## src/rtl/ctw_pkg.sv

```systemverilog
package ctw_pkg;
  typedef enum logic [1:0] {
    LD_NONE = 2'b00,
    LD_CTRL = 2'b01,
    LD_VEC  = 2'b10,
    LD_TC   = 2'b11
  } ld_kind_e;
endpackage

```

## src/rtl/ctw_cycle_detect.sv

```systemverilog
// Infers a write from the bus strobes; fires on the first edge that sees
// I/O request low after having seen it high.
module ctw_cycle_detect (
  input  logic clk,
  input  logic rst,
  input  logic ce_n,
  input  logic iorq_n,
  input  logic rd_n,
  input  logic m1_n,
  output logic accept_o
);
  logic iorq_hi_q;

  always_ff @(posedge clk) begin
    if (rst) iorq_hi_q <= 1'b0;
    else     iorq_hi_q <= iorq_n;
  end

  assign accept_o = iorq_hi_q & ~iorq_n & ~ce_n & rd_n & m1_n;
endmodule

```

## src/rtl/ctw_word_steer.sv

```systemverilog
// Classifies the captured byte and selects the target channel.
module ctw_word_steer
  import ctw_pkg::*;
#(
  parameter int NCH      = 4,
  parameter int DW       = 8,
  parameter int CTRL_BIT = 0,
  parameter int VEC_CH   = 0,
  localparam int CSW     = (NCH > 1) ? $clog2(NCH) : 1
) (
  input  logic           accept_i,
  input  logic [CSW-1:0] cs_i,
  input  logic [DW-1:0]  din_i,
  input  logic [NCH-1:0] pend_i,
  output ld_kind_e       kind_o,
  output logic [NCH-1:0] hit_o
);
  always_comb begin
    kind_o = LD_NONE;
    if (accept_i) begin
      if (pend_i[cs_i])                 kind_o = LD_TC;
      else if (din_i[CTRL_BIT])         kind_o = LD_CTRL;
      else if (cs_i == CSW'(VEC_CH))    kind_o = LD_VEC;
      else                              kind_o = LD_NONE;
    end
  end

  for (genvar i = 0; i < NCH; i++) begin : g_hit
    assign hit_o[i] = (kind_o != LD_NONE) && (cs_i == CSW'(i));
  end
endmodule

```

## src/rtl/ctw_chan_slot.sv

```systemverilog
// Per-channel control, time constant, pending flag and load pulse.
module ctw_chan_slot
  import ctw_pkg::*;
#(
  parameter int DW      = 8,
  parameter int TCF_BIT = 2
) (
  input  logic          clk,
  input  logic          rst,
  input  logic          hit_i,
  input  ld_kind_e      kind_i,
  input  logic [DW-1:0] din_i,
  output logic [DW-1:0] ctrl_q,
  output logic [DW-1:0] tc_q,
  output logic          pend_q,
  output logic          load_q
);
  always_ff @(posedge clk) begin
    if (rst) begin
      ctrl_q <= '0;
      tc_q   <= '0;
      pend_q <= 1'b0;
      load_q <= 1'b0;
    end else begin
      load_q <= hit_i;
      if (hit_i) begin
        case (kind_i)
          LD_CTRL: begin
            ctrl_q <= din_i;
            pend_q <= din_i[TCF_BIT];
          end
          LD_TC: begin
            tc_q   <= din_i;
            pend_q <= 1'b0;
          end
          default: ;
        endcase
      end
    end
  end


  pend_clear_chk: assert property (@(posedge clk) disable iff (rst)
    (hit_i && pend_q) |=> !pend_q);


  ctrl_hold_chk: assert property (@(posedge clk) disable iff (rst)
    !hit_i |=> $stable(ctrl_q));


  tc_hold_chk: assert property (@(posedge clk) disable iff (rst)
    !hit_i |=> $stable(tc_q));
endmodule

```

## src/rtl/ctr_wr_front.sv

```systemverilog
module ctr_wr_front
  import ctw_pkg::*;
#(
  parameter int NCH      = 4,
  parameter int DW       = 8,
  parameter int CTRL_BIT = 0,
  parameter int TCF_BIT  = 2,
  parameter int VEC_CH   = 0,
  localparam int CSW     = (NCH > 1) ? $clog2(NCH) : 1
) (
  input  logic              clk,
  input  logic              rst,
  input  logic              ce_n,
  input  logic              iorq_n,
  input  logic              rd_n,
  input  logic              m1_n,
  input  logic [CSW-1:0]    cs,
  input  logic [DW-1:0]     din,
  output logic [NCH*DW-1:0] ctrl_o,
  output logic [NCH*DW-1:0] tc_o,
  output logic [DW-1:0]     vec_o,
  output logic [NCH-1:0]    load_o,
  output logic [1:0]        load_kind_o
);
  logic           accept;
  ld_kind_e       kind;
  ld_kind_e       kind_q;
  logic [NCH-1:0] hit;
  logic [NCH-1:0] pend;

  ctw_cycle_detect u_detect (
    .clk(clk), .rst(rst), .ce_n(ce_n), .iorq_n(iorq_n),
    .rd_n(rd_n), .m1_n(m1_n), .accept_o(accept)
  );

  ctw_word_steer #(
    .NCH(NCH), .DW(DW), .CTRL_BIT(CTRL_BIT), .VEC_CH(VEC_CH)
  ) u_steer (
    .accept_i(accept), .cs_i(cs), .din_i(din), .pend_i(pend),
    .kind_o(kind), .hit_o(hit)
  );

  for (genvar i = 0; i < NCH; i++) begin : g_chan
    ctw_chan_slot #(.DW(DW), .TCF_BIT(TCF_BIT)) u_slot (
      .clk(clk), .rst(rst), .hit_i(hit[i]), .kind_i(kind), .din_i(din),
      .ctrl_q(ctrl_o[i*DW +: DW]), .tc_q(tc_o[i*DW +: DW]),
      .pend_q(pend[i]), .load_q(load_o[i])
    );
  end

  always_ff @(posedge clk) begin
    if (rst) begin
      vec_o  <= '0;
      kind_q <= LD_NONE;
    end else begin
      kind_q <= (|hit) ? kind : LD_NONE;
      if (kind == LD_VEC) vec_o <= din;
    end
  end

  assign load_kind_o = kind_q;


  inta_no_load_chk: assert property (@(posedge clk) disable iff (rst)
    !m1_n |=> load_o == '0);


  load_onehot_chk: assert property (@(posedge clk) disable iff (rst)
    $onehot0(load_o));


  kind_idle_chk: assert property (@(posedge clk) disable iff (rst)
    (load_o == '0) |-> (load_kind_o == LD_NONE));


  single_pulse_chk: assert property (@(posedge clk) disable iff (rst)
    (|load_o) |=> (load_o == '0));


  vec_chan_chk: assert property (@(posedge clk) disable iff (rst)
    (load_kind_o == LD_VEC) |-> load_o[VEC_CH]);


  read_no_load_chk: assert property (@(posedge clk) disable iff (rst)
    (!rd_n || ce_n) |=> (load_o == '0));
endmodule

```

## config.mk

```make
export PLATFORM = sky130hd
export DESIGN_NAME = ctr_wr_front
export DESIGN_NICKNAME = d
export VERILOG_FILES = /design/src/rtl/ctw_pkg.sv /design/src/rtl/ctw_cycle_detect.sv /design/src/rtl/ctw_word_steer.sv /design/src/rtl/ctw_chan_slot.sv /design/src/rtl/ctr_wr_front.sv
export SDC_FILE = /design/constraint.sdc
export NUM_CORES = 1
export LEC_CHECK = 0
export BUFFER_PORTS_ARGS = -buffer_cell sky130_fd_sc_hd__buf_2
export CAP_MARGIN = 0
export CORE_MARGIN = 5
export CORE_UTILIZATION = 52
export CTS_CLUSTER_SIZE = 8
export DETAILED_ROUTE_END_ITERATION = 12
export PLACE_DENSITY_LB_ADDON = 0.25
export SKIP_CTS_REPAIR_TIMING = 1
export SYNTH_ARGS = -nofsm -noshare
export SYNTH_HDL_FRONTEND = slang
export SYNTH_HIERARCHICAL = 1
export SYNTH_SLANG_ARGS = --single-unit
export TNS_END_PERCENT = 5
```

## constraint.sdc

```tcl
create_clock -name clk -period 2.1 [get_ports clk]
set_input_delay 0.21 -clock clk [delete_from_list [all_inputs] [get_ports clk]]
set_output_delay 0.21 -clock clk [all_outputs]
set_load 0.01 [all_outputs]
```

==> summary.md <==
| Metric | Value |
|---|---|
| Status | finished clean |
| Most frequent cells in the layout | nand2b_1 (104), buf_2 (93), dfxtp_1 (83) |
| Setup tns final | 0 ps |
| Wire length per cell | 15.7 um |
| GR Overflow Total | 0 |
| Vias in the first global route | 2573 |
| Initial Util | 0.530 |
| Via count | 2613 |
| IO buf count | 93 |
| Clock Path Buffers | 2 |
| Fin crit share | 0.892 |
| Detailed Place HPWL | 5.51 mm |
| Placeable Area | 6760 um^2 |
| # rows | 30 |
| Fin area | 4370 um^2 |
| Die area | 8650 um^2 |
| DRC | 0 |
| RSZ-0062 raised after global routing | false |
| Reg2reg setup slack | 230 ps |
| Hold Crit Endpoint | u_detect/iorq_hi_q |
| Hold Path Depth | 2 |
| Synthesized area | 3580 um^2 |
| Fin nets | 445 |
| GRT Overall Usage | 0.192 |
| FILL cells | 591 |
| F_max | 534 MHz |
| Ys Warns | 6 |
| Die Y | 93 um |
| Dpl cells | 498 |
| PwrDens | 686 nW/um^2 |
| DP Area | 4140 um^2 |
| Latest clock arrival within the worst-skew pair | 350 ps |
| CTS buffer count | 9 |
| Mean area per synthesized cell | 10.9 um^2 |
| R2R Path Start | u_detect/iorq_hi_q |
| Max IR drop VDD | 0.443 mV |
| Final Hold Violating Endpoints | 0 |
| Worst Reg-to-Reg Cells | 5 |
| Synth top area cells | dfxtp_1 (46%), mux2i_1 (18%), nand2b_1 (18%) |
| Clk pwr share | 0.429 |
| Clock sink total | 83 |
| Max Slew Vio Count | 0 |
| Min Clock Period, post-route | 1870 ps |
| First-pass detailed-route iteration total | 4 |
| CP arrival | 2140 ps |
| Seq/Total Area, Yosys | 0.464 |
| P_int | 0.00234 W |
| Final setup viols | 0 |
| Commonest non-fill, non-tap cell in the layout | nand2b_1 |
| Critical path capture point type | flop |
| Comb power frac | 0.046 |
| CTS clk-pin slew, worst paths | 90 ps |
| Cell count after synthesis | 330 |
| Clock Tree Root | clkbuf_8 |
| CP required | 2370 ps |
| Crit Path Class | reg -> reg |
| Synth top area share | 0.464 |
| Slowest-stage cell, CP | o311a_1 |
| CTS tree | yes |
| P_leak | 2.06 nW |
| Worst setup SP type | flop |
| Initial antenna violation count | 0 |
| Post-route non-filler standard cell count | 514 |
| Share of cells above drive strength 1 | 0.332 |
| Max_cap viols | 0 |
| Largest net degree at the start of global routing | 67 |
| # IOs | 94 |
| Routed Antenna Nets | 0 |
| Avg Vias per Cell | 5.08 |
| Worst-Margin Slew | 462 ps |
| Largest stage delay, worst path | 430 ps |
| Chip width | 93 um |
| Hold/Removal Path Class | in -> reg |
| Switching fraction of total power | 0.218 |
| First-pass GRT wire length | 13.0 mm |
| Initial DRC Count | 96 |
| Mapped Nets | 346 |
| CP Cell Sequence | nand4b_1, nor2_1, o311a_1, and3_2, mux2i_1 |
| Final Power | 0.00300 W |
| Cell variety after synth | 26 |
| Worst-path maximum fanout | 11 |
| Yosys top cell by area | dfxtp_1 |
| RR Endpoint | g_chan[1].u_slot/tc_q[4] |
| Flop pwr share | 0.525 |
| H-tree depth | 3 |
| Net Switching | 0.000655 W |
| Clock Skew | 17.8 ps |
| Syn-to-layout area delta | 22.1% |
| Synthesized flop and latch total | 83 |
| Drt total wl | 8.05 mm |
| Min-delay src | iorq_n |
| Antenna Cells | 0 |
| Slew headroom | 0.692 |
| Placer's final routability congestion estimate | 0.774 |
-- sequential cells by signal, summed over array words and instances (netlist names) --
register,flops
vec_o,8
g_chan.u_slot/ctrl_q,32
load_kind_o,2
g_chan.u_slot/pend_q,4
u_detect/iorq_hi_q,1
g_chan.u_slot/load_q,4
g_chan.u_slot/tc_q,32
-- logic make-up (layout without fill, tap and decap cells) --
logic type / count (synthesis) / count (layout) / share of synthesized area
AOI/OAI and AO/OA: 20 / 20 / 0.0472
buffers and inverters: 19 / 123 / 0.0363
DFF: 83 / 83 / 0.464
muxes: 66 / 66 / 0.186
and+or+nand+nor: 142 / 142 / 0.267
-- worst max-delay path by stage --
stage	end	from	slack, ps	cells after the start
after CTS	g_chan[1].u_slot/tc_q[4]	u_detect/iorq_hi_q	90	5
after global routing	g_chan[1].u_slot/tc_q[0]	u_detect/iorq_hi_q	50	5
final	g_chan[1].u_slot/tc_q[4]	u_detect/iorq_hi_q	230	5
after floorplan	g_chan[2].u_slot/tc_q[0]	u_detect/iorq_hi_q	310	6
after detailed placement	g_chan[0].u_slot/tc_q[4]	ce_n	50	6
after global placement	g_chan[2].u_slot/tc_q[1]	ce_n	130	7
-- per-stage QoR --
step | utilization | setup slack (ps) | hold slack [ps]
finish | 0.647 | 227 | 102
CTS | 0.646 | 91.0 | 78.2
global route | 0.647 | 49.5 | 101
global placement | 0.612 | 128 | 444
floorplan | - | 311 | 282
detailed placement | 0.612 | 53.3 | 448
-- Yosys cell counts --
cell type  instances
o21ai_2            8
nand4b_1           5
a21bo_2            4
buf_4              4
and2b_4            1
nand2b_1         104
buf_2              5
nand3b_1           5
nand4bb_1          8
dfxtp_1           83
and3_1             4
nor2_1             4
mux2_4             1
nand2_1            1
a21oi_1            4
mux2i_1           65
nor4_1             1
clkbuf_1           5
nor4bb_1           1
buf_6              5
nor2b_1            1
nor2b_2            4
o211ai_1           1
nor3b_1            3
o2111a_1           1
o311a_1            2
-- critical path: cells and delay by family (launching register included) --
kind	cells	cell delay [ps]
AO/OA/AOI/OAI	1	430
flip-flops	1	320
AND/OR/NAND/NOR	3	810
multiplexers	1	240
-- layer usage --
layer | track usage | wire [um]
met1 | 0.243 | 3690
met2 | 0.320 | 3950
met4 | 0.0769 | 57
met5 | 0 | 0
met3 | 0.0394 | 352
-- power by group through the flow --
stage	clock [W]	sequential, W	combinational (W)
after detailed placement	0	0.00161	0.000138
after global routing	0.00140	0.00157	0.000149
after floorplan	0	0.00161	0.0000809
after CTS	0.00131	0.00157	0.000138
after global placement	0	0.00161	0.000137
final	0.00129	0.00157	0.000137
-- area by class of cell --
cell class | count | area (um^2) | area share
tap | 80 | 100 | 0.0229
sequential | 83 | 1660 | 0.380
timing repair buffer | 107 | 583 | 0.133
clock inverter | 5 | 86.3 | 0.0197
multi-input combinational | 228 | 1800 | 0.412
clock buffer | 11 | 141 | 0.0323
Note: power is estimated with default switching activity, not from simulation.
